[src/rtl/pwr_seq_pkg.sv]
package pwr_seq_pkg;
    localparam int POS_W = 3;
    localparam logic [POS_W-1:0] POS_NULL = 3'd7;
    localparam int CMD_UP   = 7;
    localparam int CMD_DOWN = 6;
    localparam int CMD_KILL = 5;

    typedef enum logic [2:0] {
        S_IDLE,
        S_UP_WAIT,
        S_UP_CHECK,
        S_ON,
        S_DN_WAIT,
        S_DN_CHECK,
        S_SHUT
    } seq_state_t;
endpackage

[src/rtl/pwr_seq_trig.sv]
module pwr_seq_trig
    import pwr_seq_pkg::*;
(
    input  logic       clk,
    input  logic       rst_n,
    input  logic       pwr_pin,
    input  logic       fs_n_pin,
    input  logic       cmd_wr,
    input  logic [7:0] cmd_data,
    input  logic       fault_down,
    input  logic       fault_kill,
    output logic       up_req,
    output logic       down_req,
    output logic       kill_req
);
    logic pin_q;

    // pin_q resets low so a pin held high through reset reads as a start edge
    always_ff @(posedge clk or negedge rst_n) begin
        if (!rst_n) pin_q <= 1'b0;
        else        pin_q <= pwr_pin;
    end

    always_comb begin
        up_req   = (pwr_pin & ~pin_q) | (cmd_wr & cmd_data[CMD_UP]);
        down_req = (~pwr_pin & pin_q) | (cmd_wr & cmd_data[CMD_DOWN]) | fault_down;
        kill_req = ~fs_n_pin | (cmd_wr & cmd_data[CMD_KILL]) | fault_kill;
    end
endmodule

[src/rtl/pwr_seq_timer.sv]
module pwr_seq_timer #(
    parameter int BASE_TICKS = 400
) (
    input  logic       clk,
    input  logic       rst_n,
    input  logic       tick,
    input  logic       load,
    input  logic [1:0] code,
    input  logic       fast,
    output logic       done
);
    localparam int DW = $clog2(BASE_TICKS * 8 + 1);

    logic [DW-1:0] cnt;
    logic [DW-1:0] span;

    always_comb begin
        span = DW'(BASE_TICKS) << code;
        if (fast) span = span >> 4;
    end

    always_ff @(posedge clk or negedge rst_n) begin
        if (!rst_n)                   cnt <= '0;
        else if (load)                cnt <= span;
        else if (tick && cnt != '0)   cnt <= cnt - 1'b1;
    end

    assign done = (cnt == '0);
endmodule

[src/rtl/pwr_seq_slot.sv]
module pwr_seq_slot
    import pwr_seq_pkg::*;
#(
    parameter int NCH = 6
) (
    input  logic [NCH-1:0]       part,
    input  logic [NCH*POS_W-1:0] pos_flat,
    input  logic [2*NCH-1:0]     on_code_flat,
    input  logic [2*NCH-1:0]     off_code_flat,
    input  logic [NCH-1:0]       hv,
    input  logic [NCH-1:0]       above,
    input  logic [NCH-1:0]       below,
    input  logic [NCH-1:0]       slew,
    input  logic [POS_W-1:0]     cur_pos,
    input  logic [POS_W-1:0]     qry_pos,
    output logic [NCH-1:0]       seq_mask,
    output logic [NCH-1:0]       member,
    output logic [POS_W-1:0]     top_pos,
    output logic                 any_seq,
    output logic [1:0]           qry_on_code,
    output logic [1:0]           qry_off_code,
    output logic                 up_ok,
    output logic                 dn_ok,
    output logic                 all_below
);
    logic [POS_W-1:0] ch_pos [NCH];
    logic [NCH-1:0]   qry_mem;
    logic [NCH-1:0]   good;

    for (genvar i = 0; i < NCH; i++) begin : g_ch
        assign ch_pos[i]   = pos_flat[i*POS_W +: POS_W];
        assign seq_mask[i] = part[i] && (ch_pos[i] != POS_NULL);
        assign member[i]   = seq_mask[i] && (ch_pos[i] == cur_pos);
        assign qry_mem[i]  = seq_mask[i] && (ch_pos[i] == qry_pos);
        assign good[i]     = above[i] && (!hv[i] || slew[i]);
    end

    // highest used slot and the longest delay code inside the queried slot
    always_comb begin
        top_pos      = '0;
        qry_on_code  = 2'd0;
        qry_off_code = 2'd0;
        for (int i = 0; i < NCH; i++) begin
            if (seq_mask[i] && ch_pos[i] > top_pos)
                top_pos = ch_pos[i];
            if (qry_mem[i] && on_code_flat[2*i +: 2] > qry_on_code)
                qry_on_code = on_code_flat[2*i +: 2];
            if (qry_mem[i] && off_code_flat[2*i +: 2] > qry_off_code)
                qry_off_code = off_code_flat[2*i +: 2];
        end
    end

    assign any_seq   = |seq_mask;
    assign up_ok     = &(good  | ~member);
    assign dn_ok     = &(below | ~member);
    assign all_below = &(below | ~seq_mask);
endmodule

[src/rtl/pwr_seq_drive.sv]
module pwr_seq_drive #(
    parameter int NCH = 6
) (
    input  logic [NCH-1:0] act,
    input  logic [NCH-1:0] pol,
    output logic [NCH-1:0] pin
);
    for (genvar i = 0; i < NCH; i++) begin : g_pol
        // active-high: follow the state; active-low: invert it
        assign pin[i] = pol[i] ? act[i] : ~act[i];
    end
endmodule

[src/rtl/pwr_seq_ctrl.sv]
module pwr_seq_ctrl
    import pwr_seq_pkg::*;
#(
    parameter int NCH        = 6,
    parameter int BASE_TICKS = 400
) (
    input  logic                 clk,
    input  logic                 rst_n,
    input  logic                 tick,
    input  logic                 pwr_pin,
    input  logic                 fs_n_pin,
    input  logic                 cmd_wr,
    input  logic [7:0]           cmd_data,
    input  logic [NCH-1:0]       cfg_part,
    input  logic [NCH*POS_W-1:0] cfg_pos,
    input  logic [2*NCH-1:0]     cfg_on_dly,
    input  logic [2*NCH-1:0]     cfg_off_dly,
    input  logic [NCH-1:0]       cfg_hv,
    input  logic [NCH-1:0]       cfg_pol,
    input  logic [NCH-1:0]       cfg_precond,
    input  logic [NCH-1:0]       cfg_off_mask,
    input  logic [NCH-1:0]       cfg_fs_mask,
    input  logic                 cfg_fast,
    input  logic                 cfg_rev_off,
    input  logic                 cfg_off_sense,
    input  logic                 cfg_fs_latch,
    input  logic [NCH-1:0]       ch_above,
    input  logic [NCH-1:0]       ch_below_off,
    input  logic [NCH-1:0]       ch_slew_done,
    output logic [NCH-1:0]       en_out,
    output logic                 busy,
    output logic                 seq_done,
    output logic [POS_W-1:0]     position
);
    seq_state_t       state, state_n;
    logic [POS_W-1:0] pos, pos_n;
    logic [NCH-1:0]   en_act, en_n;
    logic             done_n;
    logic             t_load, t_off, t_done;
    logic [1:0]       t_code;

    logic [NCH-1:0]   seq_mask, member;
    logic [POS_W-1:0] top_pos;
    logic             any_seq, up_ok, dn_ok, all_below;
    logic [1:0]       qry_on_code, qry_off_code;
    logic             up_req, down_req, kill_req;
    logic             fault_down, fault_kill, precond_ok;
    logic [POS_W-1:0] dn_first, dn_last;

    assign fault_down = (state == S_ON) && |(cfg_off_mask & seq_mask & ~ch_above);
    assign fault_kill = (state == S_ON) && |(cfg_fs_mask  & seq_mask & ~ch_above);
    assign precond_ok = &(ch_above | ~cfg_precond);
    assign dn_first   = cfg_rev_off ? top_pos : '0;
    assign dn_last    = cfg_rev_off ? '0 : top_pos;
    assign t_code     = t_off ? qry_off_code : qry_on_code;

    pwr_seq_trig u_trig (
        .clk        (clk),
        .rst_n      (rst_n),
        .pwr_pin    (pwr_pin),
        .fs_n_pin   (fs_n_pin),
        .cmd_wr     (cmd_wr),
        .cmd_data   (cmd_data),
        .fault_down (fault_down),
        .fault_kill (fault_kill),
        .up_req     (up_req),
        .down_req   (down_req),
        .kill_req   (kill_req)
    );

    pwr_seq_slot #(.NCH(NCH)) u_slot (
        .part          (cfg_part),
        .pos_flat      (cfg_pos),
        .on_code_flat  (cfg_on_dly),
        .off_code_flat (cfg_off_dly),
        .hv            (cfg_hv),
        .above         (ch_above),
        .below         (ch_below_off),
        .slew          (ch_slew_done),
        .cur_pos       (pos),
        .qry_pos       (pos_n),
        .seq_mask      (seq_mask),
        .member        (member),
        .top_pos       (top_pos),
        .any_seq       (any_seq),
        .qry_on_code   (qry_on_code),
        .qry_off_code  (qry_off_code),
        .up_ok         (up_ok),
        .dn_ok         (dn_ok),
        .all_below     (all_below)
    );

    pwr_seq_timer #(.BASE_TICKS(BASE_TICKS)) u_timer (
        .clk   (clk),
        .rst_n (rst_n),
        .tick  (tick),
        .load  (t_load),
        .code  (t_code),
        .fast  (cfg_fast),
        .done  (t_done)
    );

    pwr_seq_drive #(.NCH(NCH)) u_drive (
        .act (en_act),
        .pol (cfg_pol),
        .pin (en_out)
    );

    // state register and sequencing datapath
    always_ff @(posedge clk or negedge rst_n) begin
        if (!rst_n) begin
            state    <= S_IDLE;
            pos      <= '0;
            en_act   <= '0;
            seq_done <= 1'b0;
        end else begin
            state    <= state_n;
            pos      <= pos_n;
            en_act   <= en_n;
            seq_done <= done_n;
        end
    end

    // next state
    always_comb begin
        state_n = state;
        pos_n   = pos;
        en_n    = en_act;
        done_n  = 1'b0;
        t_load  = 1'b0;
        t_off   = 1'b0;
        unique case (state)
            S_IDLE: begin
                if (up_req && !kill_req && precond_ok && any_seq) begin
                    state_n = S_UP_WAIT;     // start
                    pos_n   = '0;
                    t_load  = 1'b1;
                end
            end
            S_UP_WAIT: begin
                if (t_done) begin
                    en_n    = en_act | member;
                    state_n = S_UP_CHECK;    // delay-out
                end
            end
            S_UP_CHECK: begin
                if (up_ok) begin
                    if (pos == top_pos) begin
                        state_n = S_ON;      // complete
                        done_n  = 1'b1;
                    end else begin
                        state_n = S_UP_WAIT; // step-up
                        pos_n   = pos + 1'b1;
                        t_load  = 1'b1;
                    end
                end
            end
            S_ON: begin
                if (down_req) begin
                    state_n = S_DN_WAIT;     // begin-off
                    pos_n   = dn_first;
                    t_load  = 1'b1;
                    t_off   = 1'b1;
                end
            end
            S_DN_WAIT: begin
                t_off = 1'b1;
                if (t_done) begin
                    en_n    = en_act & ~member;
                    state_n = S_DN_CHECK;    // drop
                end
            end
            S_DN_CHECK: begin
                t_off = 1'b1;
                if (!cfg_off_sense || dn_ok) begin
                    if (pos == dn_last) begin
                        state_n = S_IDLE;    // finish-off
                        pos_n   = '0;
                    end else begin
                        state_n = S_DN_WAIT; // step-down
                        pos_n   = cfg_rev_off ? pos - 1'b1 : pos + 1'b1;
                        t_load  = 1'b1;
                    end
                end
            end
            S_SHUT: begin
                if (all_below) state_n = S_IDLE; // release
            end
            default: state_n = S_IDLE;
        endcase
        if (kill_req) begin                      // kill
            en_n    = '0;
            pos_n   = '0;
            done_n  = 1'b0;
            t_load  = 1'b0;
            state_n = (cfg_fs_latch && cfg_off_sense) ? S_SHUT : S_IDLE;
        end
    end

    // outputs
    always_comb begin
        unique case (state)
            S_UP_WAIT, S_UP_CHECK, S_DN_WAIT, S_DN_CHECK: busy = 1'b1;
            default:                                      busy = 1'b0;
        endcase
        position = pos;
    end
endmodule

[config.mk]
export PLATFORM = sky130hd
export DESIGN_NAME = pwr_seq_ctrl
export DESIGN_NICKNAME = d
export VERILOG_FILES = /design/src/rtl/pwr_seq_pkg.sv /design/src/rtl/pwr_seq_trig.sv /design/src/rtl/pwr_seq_timer.sv /design/src/rtl/pwr_seq_slot.sv /design/src/rtl/pwr_seq_drive.sv /design/src/rtl/pwr_seq_ctrl.sv
export SDC_FILE = /design/constraint.sdc
export NUM_CORES = 1
export LEC_CHECK = 0
export ABC_AREA = 0
export BUFFER_PORTS_ARGS = -buffer_cell sky130_fd_sc_hd__buf_4
export CAP_MARGIN = 20
export CORE_ASPECT_RATIO = 0.5
export CORE_UTILIZATION = 50
export DETAILED_ROUTE_END_ITERATION = 10
export PLACE_DENSITY_LB_ADDON = 0.12
export SKIP_CTS_REPAIR_TIMING = 1
export SYNTH_ARGS = -nofsm -noshare
export SYNTH_HDL_FRONTEND = slang
export SYNTH_SLANG_ARGS = --single-unit
[constraint.sdc]
create_clock -name clk -period 9.6 [get_ports clk]
set_input_delay 1.92 -clock clk [delete_from_list [all_inputs] [get_ports clk]]
set_output_delay 1.92 -clock clk [all_outputs]
set_load 0.05 [all_outputs]
==> results.json <==
{
  "status": "finished with violations",
  "violations": "negative setup slack",
  "min_period_ns": 17.27,
  "mostFrequentLayoutCells": "buf_4 (319), inv_1 (54), nand2_1 (52), xnor2_1 (44), nor2_1 (38)",
  "fmax_ghz": 0.0579,
  "mostFrequentLayoutCell": "buf_4",
  "viasPerCell": 7.15,
  "finalSetupViolations": 18,
  "drc": 0,
  "drtPass1Iterations": 8,
  "cts-root-buf": "clkbuf_16",
  "cp_data_required_time_ns": 9.74,
  "cts_max_level": 1,
  "antenna_found_initial": 1,
  "cap_violations": 0,
  "dr.first_iter.drc_count": 1267,
  "finalClockSkew_ns": 0.00728,
  "path_class": "input pin to flop",
  "globalRoute.totalOverflow": 0,
  "hp-class": "flop to flop",
  "routed_wl_mm": 28.6,
  "ant_nets": 0,
  "start_util_pct": 53.6,
  "syn_area_mm2": 0.00484,
  "antennaDiodeCount": 0,
  "arrival_ns": 17.40,
  "syn-instance-count": 658,
  "worstSkewPairLatency_ns": 0.27,
  "die_area_mm2": 0.0101,
  "cts.path.max_buffers": 2,
  "synth_area_per_cell_um2": 7.36,
  "num_vias": 7840,
  "slew_headroom_pct": 42.2,
  "num-nets-final": 1112,
  "cp_common_cell": "ha_4",
  "finalPower_mw": 1.12,
  "core_area_mm2": 0.00904,
  "layout-drive-gt1-share_pct": 51.0,
  "peakVddDrop_mv": 0.0766,
  "crit_slowest_cell": "a221o_1",
  "clk_pin_slew_worst_paths_ns": 0.07,
  "dpl_cell_area_mm2": 0.00755,
  "finalMaxSlewViolations": 0,
  "power.density_mw_per_mm2": 133,
  "cp_slowest_stage_delay_ns": 0.42,
  "critPathMaxFanout": 8,
  "fin_crit_sh_pct": 180,
  "tritoncts": "done",
  "critical_path.endpoint_type": "flop",
  "die_height_um": 71.6,
  "wl_per_cell_um": 26.1,
  "die_w_um": 141,
  "grt_pass1_wl_mm": 31.6,
  "rsz0062_at_grt": "true",
  "yosys_warnings": 0,
  "finalSetupTns_ns": -86.51,
  "grt_usage_pct": 39.9,
  "timing.hold.ws_ns": 0.560,
  "synth_cell_types": 90,
  "cts_buffers": 3,
  "p_leak_nw": 3.85,
  "ys_ff_latch": 26,
  "ys.flop_type": "dfrtp_1",
  "hold_violations": 0,
  "dpl.hpwl_mm": 16.8,
  "io_buffers": 119,
  "grt_pass1_vias": 6364,
  "synth_nets": 802,
  "final_area_mm2": 0.00840,
  "fin_ws_ns": -7.67,
  "start_kind": "input pin",
  "gp_congestion": 0.984,
  "grt_max_degree": 27,
  "ios": 125,
  "worst_pin_slew_ns": 0.861,
  "synth_edf_count": 0,
  "fin_util_pct": 92.9,
  "numClockSinks": 26,
  "yosysSeqAreaShare_pct": 13.4,
  "synthToLayoutAreaGrowth_pct": 73.3,
  "async_flop_share_pct": 100,
  "rows": 24
}
[path summary, 6_finish.rpt]
| kind | to | slack (ns) | cells past startpoint | from |
|---|---|---|---|---|
| setup reg to reg | u_timer.cnt[7]$_DFFE_PN0P_ | -0.95 | 47 | position[1]$_DFF_PN0_ |
| setup / recovery | u_timer.cnt[7]$_DFFE_PN0P_ | -7.67 | 79 | cfg_pos[0] |
| hold reg to reg | en_act[0]$_DFFE_PN0P_ | 0.56 | 2 | en_act[0]$_DFFE_PN0P_ |
| max in group asynchronous | u_timer.cnt[11]$_DFFE_PN0P_ | 7.78 | 1 | rst_n |
| hold / removal | en_act[0]$_DFFE_PN0P_ | 0.56 | 2 | en_act[0]$_DFFE_PN0P_ |
| min in group asynchronous | state[2]$_DFFE_PN0P_ | 1.56 | 1 | rst_n |
[power breakdown]
group          internal [mW]  total [mW]  switching [mW]
combinational          0.384       0.836           0.452
sequential             0.139       0.173          0.0338
clock                 0.0640       0.107          0.0426
total                  0.587        1.12           0.528
[layer usage]
metal	track usage [%]	wire length (um)
met5	0	39
met4	15.2	2990
met3	8.82	4590
met2	69.0	11800
met1	49.0	9240
[cell type report]
class,count,area (um^2)
Sequential cell,26,651
Fill cell,315,643
Timing Repair Buffer,331,2540
Inverter,61,229
Clock buffer,4,88.8
Tap cell,130,163
Multi-Input combinational cell,545,4730
[cells in the mapped netlist, types with 3 or more instances]
cell type | instances | area, um^2
nand2_1 | 60 | 225
nor2b_1 | 8 | 50.1
a311o_1 | 3 | 30.0
a211oi_2 | 3 | 37.5
mux2_2 | 7 | 78.8
o31a_1 | 3 | 26.3
o211a_1 | 3 | 30.0
a211oi_1 | 12 | 90.1
nor3_1 | 21 | 105
a31oi_1 | 7 | 43.8
inv_1 | 59 | 221
ha_1 | 30 | 375
a21o_1 | 6 | 45.0
nor2_1 | 51 | 191
or2_2 | 8 | 50.1
or3_1 | 8 | 50.1
o2111ai_1 | 3 | 26.3
nand3_1 | 39 | 195
mux2i_1 | 7 | 70.1
and4_1 | 5 | 43.8
dfrtp_1 | 26 | 651
a211o_1 | 5 | 43.8
and3_1 | 8 | 50.1
clkbuf_1 | 20 | 75.1
o311ai_4 | 3 | 78.8
a221o_1 | 3 | 30.0
o22a_1 | 3 | 26.3
o21ai_0 | 28 | 140
a21oi_1 | 40 | 200
buf_1 | 5 | 18.8
nand2b_1 | 7 | 43.8
maj3_1 | 3 | 30.0
o211ai_1 | 4 | 30.0
o21ai_1 | 3 | 15.0
xnor2_1 | 44 | 385
xor2_1 | 7 | 61.3
and2_1 | 12 | 75.1
nand4b_1 | 3 | 26.3
a22o_1 | 3 | 26.3
nor4_1 | 6 | 37.5
o31ai_1 | 11 | 82.6
o22ai_1 | 5 | 31.3
a311oi_1 | 4 | 35.0
[worst max-delay path: cells and delay by family]
kind,cells,cell delay [ns]
fa+ha+maj,13,3.56
buf+inv,8,1.19
compound gates,23,4.88
simple gates,29,4.15
mux,6,1.62
[state kept, by name (all words and copies together), names as in the netlist]
register      flops
u_timer.cnt      12
en_act            6
position          3
state             3
seq_done          1
u_trig.pin_q      1
[cells by family (layout without fill, tap and decap cells)]
group,Yosys count,count (layout),share of synthesized area (%)
compound gates,193,193,31.5
xor+xnor,53,53,9.89
fa+ha+maj,33,33,8.37
buf+inv,87,396,6.77
flops,26,26,13.4
mux,15,15,3.31
simple gates,251,251,26.7
[through the flow]
stage / setup WS (ns) / instances
after floorplan: -6.60 / 658
after global placement: -6.64 / 1068
after detailed placement: -7.31 / 1068
after CTS: -7.09 / 1072
after global routing: -7.92 / 1097
final: -7.67 / 1097
Power figures use the tool's default switching activity.
